$ cat src/rtl/comm_evt_timer.sv
module comm_evt_timer #(
  parameter int NPIN = 8,
  parameter int HALF = 8,
  localparam int SELW = $clog2(NPIN),
  localparam int CW = 2 * HALF
) (
  input  logic            clk,
  input  logic            rst_n,
  input  logic [1:0]      mode,
  input  logic [2:0]      en_cond,
  input  logic [2:0]      dis_cond,
  input  logic [2:0]      rst_cond,
  input  logic [1:0]      dec_src,
  input  logic [1:0]      out_sel,
  input  logic [1:0]      stop_cfg,
  input  logic            start_en,
  input  logic            trig_inv,
  input  logic            pin_inv,
  input  logic [1:0]      pin_cfg,
  input  logic [SELW-1:0] pin_sel,
  input  logic [CW-1:0]   cmp_val,
  input  logic [NPIN-1:0] pins_in,
  input  logic            trig_in,
  input  logic            prev_en_evt,
  input  logic            prev_dis_evt,
  input  logic            flag_clr,
  output logic            trig_out,
  output logic            shift_clk,
  output logic            pin_out,
  output logic            pin_oe,
  output logic            flag,
  output logic            en_evt,
  output logic            dis_evt
);

  logic run, tout, ph, gap, pend, pin_q, trg_q;
  logic [CW-1:0] cnt, cnt_d;
  logic ph_d, tog, raw;
  logic pin_s, trg_s, pin_rise, pin_edge, trg_rise, trg_fall, trg_edge;
  logic active, dec, en_ok, dis_ok, rs_ok;
  logic en_hit, rst_hit, tick, raw_hit, cmp_evt, dis_req, dis_now, drive;
  logic [HALF-1:0] lo, hi;

  assign pin_s    = pins_in[pin_sel] ^ pin_inv;
  assign trg_s    = trig_in ^ trig_inv;
  assign pin_rise = pin_s & ~pin_q;
  assign pin_edge = pin_s ^ pin_q;
  assign trg_rise = trg_s & ~trg_q;
  assign trg_fall = ~trg_s & trg_q;
  assign trg_edge = trg_s ^ trg_q;
  assign active   = mode != 2'd0;
  assign lo       = cnt[HALF-1:0];
  assign hi       = cnt[CW-1:HALF];

  always_comb begin
    case (dec_src)
      2'd0:    dec = 1'b1;
      2'd2:    dec = pin_edge;
      default: dec = trg_edge;
    endcase
    case (en_cond)
      3'd0:    en_ok = 1'b1;
      3'd1:    en_ok = prev_en_evt;
      3'd2:    en_ok = trg_s;
      3'd3:    en_ok = trg_s & pin_s;
      3'd4:    en_ok = pin_rise;
      3'd5:    en_ok = pin_rise & trg_s;
      3'd6:    en_ok = trg_rise;
      default: en_ok = trg_edge;
    endcase
    case (rst_cond)
      3'd2:    rs_ok = pin_s == tout;
      3'd3:    rs_ok = trg_s == tout;
      3'd4:    rs_ok = pin_rise;
      3'd6:    rs_ok = trg_rise;
      3'd7:    rs_ok = trg_edge;
      default: rs_ok = 1'b0;
    endcase
  end

  always_comb begin
    cnt_d = cnt;
    ph_d  = ph;
    tog   = 1'b0;
    raw   = 1'b0;
    case (mode)
      2'd1: begin
        if (lo == '0) begin
          cnt_d[HALF-1:0] = cmp_val[HALF-1:0];
          tog = 1'b1;
          if (hi == '0) begin
            raw = 1'b1;
            cnt_d[CW-1:HALF] = cmp_val[CW-1:HALF];
          end else begin
            cnt_d[CW-1:HALF] = hi - 1'b1;
          end
        end else begin
          cnt_d[HALF-1:0] = lo - 1'b1;
        end
      end
      2'd2: begin
        if (!ph) begin
          if (lo == '0) begin
            cnt_d[HALF-1:0] = cmp_val[HALF-1:0];
            tog  = 1'b1;
            raw  = 1'b1;
            ph_d = 1'b1;
          end else begin
            cnt_d[HALF-1:0] = lo - 1'b1;
          end
        end else begin
          if (hi == '0) begin
            cnt_d[CW-1:HALF] = cmp_val[CW-1:HALF];
            tog  = 1'b1;
            ph_d = 1'b0;
          end else begin
            cnt_d[CW-1:HALF] = hi - 1'b1;
          end
        end
      end
      2'd3: begin
        if (cnt == '0) begin
          cnt_d = cmp_val;
          tog   = 1'b1;
          raw   = 1'b1;
        end else begin
          cnt_d = cnt - 1'b1;
        end
      end
      default: ;
    endcase
  end

  assign en_hit  = active & ~run & en_ok;
  assign rst_hit = active & run & rs_ok;
  assign tick    = active & run & ~rst_hit & dec;
  assign raw_hit = tick & raw;
  assign cmp_evt = raw_hit & ~gap;

  always_comb begin
    case (dis_cond)
      3'd1:    dis_ok = prev_dis_evt;
      3'd2:    dis_ok = cmp_evt;
      3'd3:    dis_ok = cmp_evt & ~trg_s;
      3'd4:    dis_ok = pin_edge;
      3'd5:    dis_ok = pin_edge & trg_s;
      3'd6:    dis_ok = trg_fall;
      default: dis_ok = 1'b0;
    endcase
  end

  assign dis_req = active & run & dis_ok;
  assign dis_now = (dis_req & ~stop_cfg[1]) | (pend & raw_hit);
  assign en_evt  = en_hit;
  assign dis_evt = dis_now;

  always_ff @(posedge clk or negedge rst_n) begin
    if (!rst_n) begin
      run <= 1'b0; tout <= 1'b0; ph <= 1'b0; gap <= 1'b0; pend <= 1'b0;
      cnt <= '0; pin_q <= 1'b0; trg_q <= 1'b0; flag <= 1'b0;
    end else begin
      pin_q <= pin_s;
      trg_q <= trg_s;
      if (cmp_evt) flag <= 1'b1;
      else if (flag_clr) flag <= 1'b0;
      if (!active) begin
        run <= 1'b0; tout <= 1'b0; gap <= 1'b0; pend <= 1'b0;
      end else if (!run) begin
        if (en_hit) begin
          run  <= 1'b1;
          cnt  <= cmp_val;
          tout <= ~out_sel[0];
          ph   <= 1'b0;
          gap  <= start_en;
          pend <= 1'b0;
        end
      end else if (dis_now) begin
        run <= 1'b0; tout <= 1'b0; gap <= 1'b0; pend <= 1'b0;
      end else begin
        if (dis_req && stop_cfg[1]) pend <= 1'b1;
        if (rst_hit) begin
          cnt <= cmp_val;
          ph  <= 1'b0;
          if (out_sel[1]) tout <= ~out_sel[0];
        end else if (tick) begin
          cnt  <= cnt_d;
          ph   <= ph_d;
          tout <= tout ^ tog;
          if (raw) gap <= ~gap & stop_cfg[0];
        end
      end
    end
  end

  assign trig_out = tout;
  assign drive    = tout ^ pin_inv;
  assign pin_out  = (pin_cfg == 2'd1) ? 1'b0 : drive;

  always_comb begin
    case (dec_src)
      2'd2:    shift_clk = pin_s;
      2'd3:    shift_clk = trg_s;
      default: shift_clk = tout;
    endcase
    case (pin_cfg)
      2'd0:    pin_oe = 1'b0;
      2'd1:    pin_oe = ~drive;
      2'd2:    pin_oe = run;
      default: pin_oe = 1'b1;
    endcase
  end

  AST_IDLE_MODE: assert property (@(posedge clk) disable iff (!rst_n)
    mode == 2'd0 |=> !run && !trig_out);
  AST_ENABLE_TAKES: assert property (@(posedge clk) disable iff (!rst_n)
    en_evt |=> run);
  AST_DISABLE_DROPS: assert property (@(posedge clk) disable iff (!rst_n)
    dis_evt |=> !run && !trig_out);
  AST_RELOAD_VALUE: assert property (@(posedge clk) disable iff (!rst_n)
    rst_hit && !dis_now |=> cnt == $past(cmp_val));
  AST_FLAG_SETS: assert property (@(posedge clk) disable iff (!rst_n)
    cmp_evt |=> flag);
  AST_FLAG_HOLDS: assert property (@(posedge clk) disable iff (!rst_n)
    flag && !flag_clr |=> flag);

endmodule

$ cat config.mk
export PLATFORM = sky130hd
export DESIGN_NAME = comm_evt_timer
export DESIGN_NICKNAME = d
export VERILOG_FILES = /design/src/rtl/comm_evt_timer.sv
export SDC_FILE = /design/constraint.sdc
export NUM_CORES = 1
export LEC_CHECK = 0
export ABC_AREA = 1
export BUFFER_PORTS_ARGS = -buffer_cell sky130_fd_sc_hd__buf_2
export CAP_MARGIN = 30
export CORE_MARGIN = 2
export CORE_UTILIZATION = 60
export DETAILED_ROUTE_END_ITERATION = 10
export MAX_ROUTING_LAYER = met4
export PLACE_DENSITY = 0.88
export SYNTH_ARGS = -nofsm -noshare
export SYNTH_HDL_FRONTEND = slang
export SYNTH_SLANG_ARGS = --single-unit
$ cat constraint.sdc
create_clock -name clk -period 6.2 [get_ports clk]
set_input_delay 1.55 -clock clk [delete_from_list [all_inputs] [get_ports clk]]
set_output_delay 1.55 -clock clk [all_outputs]
set_load 0.01 [all_outputs]
# == Yosys cells after proc, flatten, opt, wreduce, memory -nomap -nowiden ==
# Cells that the tools add are included.
# classes
n_addsub,3
magnitude_cmp,1
eq_ne,40
mux,61
bitwise,35
n_reduce_logical,16
# ops
operator,n
two-way mux 16 bit,6
case mux 16 bit (3 select lines),1
two-way mux 1 bit,40
two-way mux 8 bit,5
== test 3 bit (second input constant),9
inequality test 4 bit (second input constant),5
AND 1 bit,19
== test 3 x 2 -> 1 bit (second input constant),6
logical NOT 16 bit,1
logical NOT 8 bit,2
subtractor 16 x 1 -> 16 bit (second input constant),1
subtractor 8 x 1 -> 8 bit (second input constant),2
== test 2 bit (second input constant),5
NOT 1 bit,9
case mux 1 bit (3 select lines),3
inequality test 4 x 3 -> 1 bit (second input constant),2
case mux 1 bit (7 select lines),1
AND reduction 7 bit,1
== test 3 x 1 -> 1 bit (second input constant),2
inequality test 3 x 1 -> 1 bit (second input constant),2
case mux 1 bit (6 select lines),1
AND reduction 6 bit,1
nonzero test 2 bit,3
bitwise XOR 1 bit,6
other kinds (19),23
# word_totals
ff_bits,24
input_bits,55
output_inout_bits,7
wordCells,166

# == Depth between registers and ports, before layout ==
# Gate-level depths: netlist of the first run.
# depth
word_depth,19
mapped_depth,23
mapped_depth_nobuf,22

# == Worst setup path before layout of the first run ==
# OpenSTA, ideal clock, no wires.
# synth_timing
path_type,input to output
from,input pin_sel[0]
to,output dis_evt
t_arrival_ps,3285
setup_slack_ps,1365
stages,18
cell_sequence,inv_2 > nand2_1 > nand3_1 > nand3_2 > nand2_2 > nand2_2 > nand2_2 > inv_1 > ha_1 > inv_1 > nor3_1 > o21ai_1 > nand4_2 > nor2_2 > nand3_1 > nand2_2 > nand3_4 > nand2_1
# synth_via
elab_chain_len,16
# synth_rtl
item,line_no,text
from (decl),20,"input logic [SELW-1:0] pin_sel,"
binary-select mux 1 bit (select 3 bit) *,44,assign pin_s = pins_in[pin_sel] ^ pin_inv;
two-way mux 1 bit (implied by the code) *,44,
bitwise XOR 1 bit *,44,
via pin_s,39,"logic pin_s, trg_s, pin_rise, pin_edge, trg_rise, trg_fall, trg_edge;"
AND 1 bit or == test 1 bit (tied branches),"46, 72",
case mux 1 bit (5 select lines),71,case (rst_cond)
AND 1 bit,135,assign rst_hit = active & run & rs_ok;
NOT 1 bit,136,assign tick = active & run & ~rst_hit & dec;
AND 1 bit (2 in a row),136,
AND 1 bit,137,assign raw_hit = tick & raw;
AND 1 bit,138,assign cmp_evt = raw_hit & ~gap;
AND 1 bit,144,3'd3: dis_ok = cmp_evt & ~trg_s;
case mux 1 bit (6 select lines),141,case (dis_cond)
AND 1 bit,152,assign dis_req = active & run & dis_ok;
AND 1 bit,153,assign dis_now = (dis_req & ~stop_cfg[1]) | (pend & raw_hit);
OR 1 bit *,153,
to (decl),33,output logic dis_evt
# The timed path passes the listed nets; every way through them passes the cells marked *. The select of a mux whose other input is x is not followed.

# == Worst setup path in the final report of the first run ==
# Ends and elaborated chain as after synthesis.

==> results of run 1 <==
## cells in the final DEF (no fill, tap or decap), types with 4 or more instances in the layout
cell type  count
a211oi_1       4
a21oi_1       16
buf_2         61
dfrtp_1       24
ha_1           6
inv_1         55
inv_2         11
mux2i_1        4
nand2_1       94
nand2_2       17
nand3_1       27
nand3_2        8
nand4_1        4
nor2_1        28
o211ai_1       5
o21ai_0       30
o21ai_2       12
o22ai_1        5
xor2_1        11
## stage by stage
stage | util, % | instance area, sq um | hold slack (ns)
final | 72.2 | 3190 | 0.527
after global routing | 72.2 | 3190 | 0.560
after CTS | 72.2 | 3190 | 0.528
after detailed placement | 70.6 | 3120 | 0.515
after global placement | 70.6 | 3120 | 0.505
after floorplan | - | 2790 | 0.478
## cell families (layout without fill, tap and decap cells)
logic type | count (synthesis) | in the layout | synth area share [%]
AOI/OAI and AO/OA | 86 | 86 | 19.0
xor gates and xnor gates | 14 | 14 | 4.67
adders and majority gates | 6 | 6 | 2.69
buffers and inverters | 76 | 135 | 10.9
DFF | 24 | 24 | 21.6
muxes | 5 | 5 | 1.84
and+or+nand+nor | 201 | 201 | 39.3
## power by group through the flow
stage | Clock, mW | Combinational (mW) | Sequential, mW
floorplan | 0 | 0.628 | 0.283
finish | 0.140 | 0.751 | 0.299
global placement | 0 | 0.733 | 0.298
global route | 0.149 | 0.864 | 0.308
CTS | 0.144 | 0.754 | 0.298
detailed placement | 0 | 0.749 | 0.301
## worst paths after layout
check                                    from            endpoint  slack [ns]  cells past startpoint
max                                pin_sel[0]             dis_evt        0.81                     20
max in group asynchronous               rst_n      ph$_DFFE_PN0P_        4.54                      1
min reg2reg                   gap$_DFFE_PN0P_    flag$_DFFE_PN0P_        0.53                      1
min                           gap$_DFFE_PN0P_    flag$_DFFE_PN0P_        0.53                      1
min in group asynchronous               rst_n     trg_q$_DFF_PN0_        1.27                      1
max reg2reg                cnt[8]$_DFFE_PN0P_  cnt[9]$_DFFE_PN0P_        3.43                     12
## synthesized netlist by cell type, drive strengths merged (4+ instances only)
cell	number	area, sq um
xor2	11	96.3
nand3	38	268
o22ai	5	31.3
a21oi	16	80.1
o211ai	5	37.5
mux2i	4	40.0
a211oi	4	30.0
ha	6	75.1
inv	66	248
nor2	36	211
nor3	5	47.5
nand4	6	58.8
o21ai	45	270
dfrtp	24	601
nand2	113	490
clkinv	4	16.3
buf	4	32.5
## registers in the layout, summed over array words and instances, names as in the netlist
| signal | count |
|---|---|
| trg_q | 1 |
| ph | 1 |
| run | 1 |
| pin_q | 1 |
| trig_out | 1 |
| pend | 1 |
| flag | 1 |
| cnt | 16 |
| gap | 1 |
## metal layers
layer  up-vias  global-route usage [%]
li1       1477                       -
met1      1257                    37.6
met2        64                    47.2
met3        12                    3.19
met4         0                    5.66
met5         -                       -
## worst register-to-register path, delay by kind of cell, from the launching register on
kind	cells	cell delay (ns)
DFF	1	0.43
buffers and inverters	2	0.34
and+or+nand+nor	7	1.38
AOI/OAI and AO/OA	2	0.34
adders and majority gates	1	0.21
## layout make-up
cell class                 instances  area [sq um]
multi-input combinational        312          1880
fill                             384          1230
sequential                        24           601
timing repair buffer              61           305
inverter                          70           264
tap                               52          65.1
clock buffer                       3          41.3
clock inverter                     1          30.0
==> flow_summary.json, run 1 <==
{
  "status": "finished clean",
  "initial_antenna_violation_count": 0,
  "grt_first_pass_wirelength_microns": 11800,
  "detailedRoute.firstIterationViolations": 141,
  "syn-num-nets": 473,
  "worstHoldPathType": "flop to flop",
  "timing.critical_path.required_ns": 4.65,
  "timing_hold_violations_final": 0,
  "yosysSeqAreaShare_pct": 21.6,
  "sw_frac_of_total_pct": 50.0,
  "gpl.final_weighted_congestion": 1.03,
  "max_cap_viol": 0,
  "cts_tree": "done",
  "max-vdd-ir-drop_mv": 0.194,
  "worst_setup_path_end_kind": "output port",
  "die-height_microns": 72.1,
  "post_synth_inst_count": 412,
  "m1WireLength_microns": 3030,
  "crit_path_max_incr_delay_ns": 0.28,
  "detailed_place_hpwl_microns": 5250,
  "series_of_cell_instances_along_the_critical_path": "buf_2 > inv_2 > nand2_1 > nand3_1 > nand3_2 > nand2_2 > nand2_2 > nand2_2 > inv_1 > ha_1 > inv_1 > nor3_1 > o21ai_1 > nand4_2 > nor2_2 > nand3_1 > nand2_2 > nand3_4 > nand2_1 > buf_2",
  "placement.setup.worst_slack_ns": 0.846,
  "cp.arrival_ns": 3.84,
  "die_area_sq_um": 5200,
  "cts_num_sinks": 24,
  "worst-slew-pin-transition_ns": 0.593,
  "ys.warnings.count": 0,
  "synth-edff-count": 0,
  "clock_power_share_pct": 11.8,
  "drt_pre_antenna_iters": 4,
  "placementRows": 24,
  "final_layout_size_suffix_gt1_share_pct": 28.2,
  "fin_ws_ns": 0.813,
  "total_power_mw": 1.19,
  "timing_worst_setup_path_type": "input port to output port",
  "synth_seq_cells": 24,
  "synthArstFlopShare_pct": 100,
  "final_routed_wirelength_across_all_metal_layers_microns": 6570,
  "totalNegativeSetupSlack_ns": 0,
  "crit_path_start_kind": "input port",
  "num_io_pins": 62,
  "synth.avg_cell_area_sq_um": 6.76,
  "finalClockSkew_ns": 0.00301,
  "pwr-share-comb_pct": 63.1,
  "place_inst": 519,
  "clkLatencyLatePin_ns": 0.27,
  "fin_crit_sh_pct": 86.9,
  "netlist_area_sq_um": 2790,
  "dr_wl_met2_microns": 3200,
  "unrepaired_setup_endpoints_after_global_routing": "false",
  "final-instance-count-excl-fill": 523,
  "p_sw_mw": 0.595,
  "met3RoutedLength_microns": 267,
  "cts_hold_buf": 0,
  "postCtsSetupBuffers": 0,
  "slew-limit-headroom_pct": 60.5,
  "route.detailed.drc": 0,
  "routed_via_density": 5.37,
  "cts.root.buffer_cell": "clkbuf_8",
  "ys_types": 48,
  "critical-path-slowest-cell": "o21ai_1",
  "worst_path_dominant_cell_family": "simple AND/OR/NAND/NOR gates",
  "area_delta_synth_final_pct": 14.4,
  "report.final.setup_viol": 0,
  "path_common_cell": "nand2_2",
  "critical_path.max_fanout": 7,
  "die_w_microns": 72.1,
  "drt-wirelength-per-cell_microns": 12.6,
  "timing_max_transition_violations_final": 0,
  "dr_total_vias": 2810,
  "fmaxAchievable_ghz": 0.186,
  "cellPowerDensity_nw_per_um2": 373,
  "maxUsedRoutingLayer": "met4",
  "period_minus_slack_ns": 5.39,
  "yosys_most_used_dff": "dfrtp_1",
  "antenna_cells": 0,
  "design.core.area_sq_um": 4410,
  "finalNetCount": 533,
  "initial_core_util_pct": 63.1,
  "global_route.usage.total_pct": 28.4,
  "cell_internal_pwr_mw": 0.595,
  "cts.htree.levels": 1,
  "p_leak_nw": 1.68,
  "total_congestion_overflow_after_global_routing": 0,
  "numPortBuffers": 61,
  "pin_count_of_the_biggest_net_entering_global_routing": 25,
  "pwr-share-seq_pct": 25.1,
  "numCtsBuffers": 3,
  "cts.path.max_buffers": 2,
  "path_clk_slew_ns": 0.09,
  "worst-path-buf-inv": 5,
  "number_of_global_route_vias_before_repair": 2718,
  "post_cts_resize_count": 0,
  "drtAntennaViolNets": 0
}
No activity file was read; power rests on OpenSTA's default activity.
==> run 2: changes to the inputs <==
ABC_AREA = 0   (was 1)
CORE_UTILIZATION = 58   (was 60)
PLACE_DENSITY = 0.87   (was 0.88)
RECOVER_POWER = 100   (was not set)
==> flow_summary.json, run 2 <==
{
  "synthArstFlopShare_pct": 100,
  "worstHoldPathType": "flop to flop",
  "synth-edff-count": 0,
  "report.final.setup_viol": 0,
  "gpl.final_weighted_congestion": 0.880,
  "die_area_sq_um": 4700,
  "place_area_sq_um": 2730,
  "most-common-layout-cells": "buf_2, nand2_1, dfrtp_1",
  "p_leak_nw": 1.22,
  "synth_commonest_cells": "nand2_1, dfrtp_1, inv_1",
  "detailedRoute.firstIterationViolations": 202,
  "global_route.usage.total_pct": 28.7,
  "critical_path.reg2reg.endpoint": "cnt[7]$_DFFE_PN0P_",
  "p_sw_mw": 0.488,
  "final_layout_size_suffix_gt1_share_pct": 23.2,
  "crit_path_start_kind": "input port",
  "synth_seq_cells": 24,
  "antenna_cells": 0,
  "worst_setup_path_end_kind": "output port",
  "fin_ws_ns": 0.456,
  "cts.htree.levels": 1,
  "worst-slew-pin-transition_ns": 1.33,
  "dr_total_vias": 2442,
  "cts.path.max_buffers": 2,
  "min_path_cells": 2,
  "slew-limit-headroom_pct": 11.5,
  "post_cts_resize_count": 0,
  "worst-path-buf-inv": 3,
  "timing_hold_violations_final": 0,
  "area_of_the_multi_input_gates_sq_um": 1620,
  "unrepaired_setup_endpoints_after_global_routing": "false",
  "pin_count_of_the_biggest_net_entering_global_routing": 25,
  "timing.critical_path.required_ns": 4.65,
  "totalNegativeSetupSlack_ns": 0,
  "initial_core_util_pct": 60.5,
  "final_routed_wirelength_across_all_metal_layers_microns": 6180,
  "numCtsBuffers": 3,
  "series_of_cell_instances_along_the_critical_path": "buf_2 > mux2i_1 > mux4_2 > xor2_1 > inv_1 > ha_1 > nor4bb_1 > a41o_1 > nor2b_1 > nand4_4 > nand2_1 > buf_2",
  "yosys_most_used_dff": "dfrtp_1",
  "synth_top_area_cell": "dfrtp_1",
  "cts.root.buffer_cell": "clkbuf_8",
  "ys.warnings.count": 0,
  "sw_frac_of_total_pct": 45.9,
  "cellPowerDensity_nw_per_um2": 389,
  "synth.avg_cell_area_sq_um": 8.49,
  "worst_path_dominant_cell_family": "simple AND/OR/NAND/NOR gates",
  "max-vdd-ir-drop_mv": 0.315,
  "placement.setup.worst_slack_ns": 0.580,
  "finalClockSkew_ns": 0.00697,
  "cts_num_sinks": 24,
  "finalNetCount": 403,
  "period_minus_slack_ns": 5.74,
  "cts_hold_buf": 0,
  "final_common_cell": "buf_2",
  "clock_power_share_pct": 13.4,
  "drt-wirelength-per-cell_microns": 15.8,
  "total_congestion_overflow_after_global_routing": 0,
  "route.detailed.drc": 0,
  "numPortBuffers": 61,
  "sequential_cell_area_sq_um": 601,
  "placementRows": 23,
  "path_clk_slew_ns": 0.10,
  "detailed_place_hpwl_microns": 4710,
  "reg2reg_slack_ns": 2.46,
  "critical-path-slowest-cell": "mux4_2",
  "pwr-share-seq_pct": 29.9,
  "endpoint_with_the_worst_hold_slack": "flag$_DFFE_PN0P_",
  "cts_tree": "done",
  "critical_path.max_fanout": 6,
  "postCtsSetupBuffers": 0,
  "yosysSeqAreaShare_pct": 24.8,
  "pwr-share-comb_pct": 56.7,
  "area_delta_synth_final_pct": 12.8,
  "postLayoutCellArea_sq_um": 2730,
  "hp-start": "flag$_DFFE_PN0P_",
  "initial_antenna_violation_count": 0,
  "grt_first_pass_wirelength_microns": 10200,
  "num_io_pins": 62,
  "drtAntennaViolNets": 0,
  "finish.utilization_pct": 68.2,
  "r2r.worst_path.cells": 11,
  "post_synth_inst_count": 285,
  "regToRegStartpoint": "cnt[9]$_DFFE_PN0P_",
  "fin_crit_sh_pct": 92.6,
  "largest_reg_flops": 16,
  "worst_hold_slack_ns": 0.533,
  "synth_largest_type_area_fraction_pct": 24.8,
  "timing_worst_setup_path_type": "input port to output port",
  "yosys-top-cells-area": "dfrtp_1, mux2i_1, nand2_1, ha_1, inv_1",
  "ys_types": 71,
  "fmaxAchievable_ghz": 0.174,
  "cp.arrival_ns": 4.19,
  "filler_cell_count": 367,
  "die-height_microns": 68.6,
  "crit_path_max_incr_delay_ns": 0.48,
  "syn-num-nets": 346,
  "status": "finished clean",
  "synth.most_common_cell": "nand2_1",
  "drt_pre_antenna_iters": 5,
  "die_w_microns": 68.6,
  "design.core.area_sq_um": 4000,
  "cell_internal_pwr_mw": 0.574,
  "registers.top_by_ff_count": "cnt",
  "clkLatencyLatePin_ns": 0.28,
  "routed_via_density": 6.25,
  "netlist_area_sq_um": 2420,
  "path_common_cell": "buf_2",
  "max_cap_viol": 0,
  "timing_max_transition_violations_final": 0,
  "number_of_global_route_vias_before_repair": 2228
}
-- run 2: cell types whose count changed after synthesis, sizes merged, moves of 7 or more --
cell / delta
xor2: -9
inv: -45
a31oi: +7
nand3: -30
mux2i: +13
nor2: -16
o21ai: -31
nand2: -81
-- run 2: worst max-delay path by stage --
stage	startpoint	to	slack, ns	cells past startpoint
5_1_grt	pin_sel[0]	dis_evt	0.23	12
2_1_floorplan	pin_sel[0]	dis_evt	0.89	11
3_5_place_dp	pin_sel[0]	dis_evt	0.58	12
4_1_cts	pin_sel[0]	dis_evt	0.59	12
3_3_place_gp	pin_sel[0]	dis_evt	0.68	13
6_report	pin_sel[0]	dis_evt	0.46	12
-- run 2: worst register-to-register path, delay by kind of cell, from the launching register on --
family / cells / cell delay, ns
flip-flops: 1 / 0.45
AO/OA/AOI/OAI: 4 / 1.20
adder cells (fa/ha/maj): 1 / 0.24
buffers and inverters: 2 / 0.55
AND/OR/NAND/NOR: 4 / 1.20
-- run 2: per-layer routing --
metal | up-vias | track usage, % | routed length [microns]
li1 | 1185 | - | -
met1 | 1153 | 37.9 | 2680
met2 | 93 | 46.6 | 3030
met3 | 11 | 5.03 | 409
met4 | 0 | 5.25 | 56
met5 | - | - | 0
-- run 2: layout make-up --
type | instances | area share, %
timing repair buffer | 61 | 10.9
clock inverter | 1 | 1.10
inverter | 21 | 2.89
multi-input combinational | 231 | 59.3
sequential | 24 | 22.0
clock buffer | 3 | 1.51
tap | 50 | 2.29
-- run 2: power groups by stage --
stage               registers, mW  logic, mW  clock network [mW]
floorplan                   0.284      0.521                   0
global placement            0.314      0.609                   0
detailed placement          0.316      0.627                   0
CTS                         0.313      0.630               0.143
global route                0.327      0.668               0.150
finish                      0.317      0.602               0.142
-- run 2: cells by family (layout without fill, tap and decap cells) --
kind of cell / count (synthesis) / count (layout) / synth area share (%)
AND/OR/NAND/NOR: 105 / 105 / 23.1
AO/OA/AOI/OAI: 88 / 88 / 27.7
buffers and inverters: 30 / 86 / 5.53
flip-flops: 24 / 24 / 24.8
multiplexers: 23 / 23 / 11.4
XOR/XNOR: 9 / 9 / 4.34
adder cells (fa/ha/maj): 6 / 6 / 3.10
-- run 2: metrics by stage --
step           std cells  power, mW
4_1_cts              391       1.09
3_3_place_gp         387      0.923
5_1_grt              391       1.15
6_report             391       1.06
2_1_floorplan        285      0.805
3_5_place_dp         387      0.943
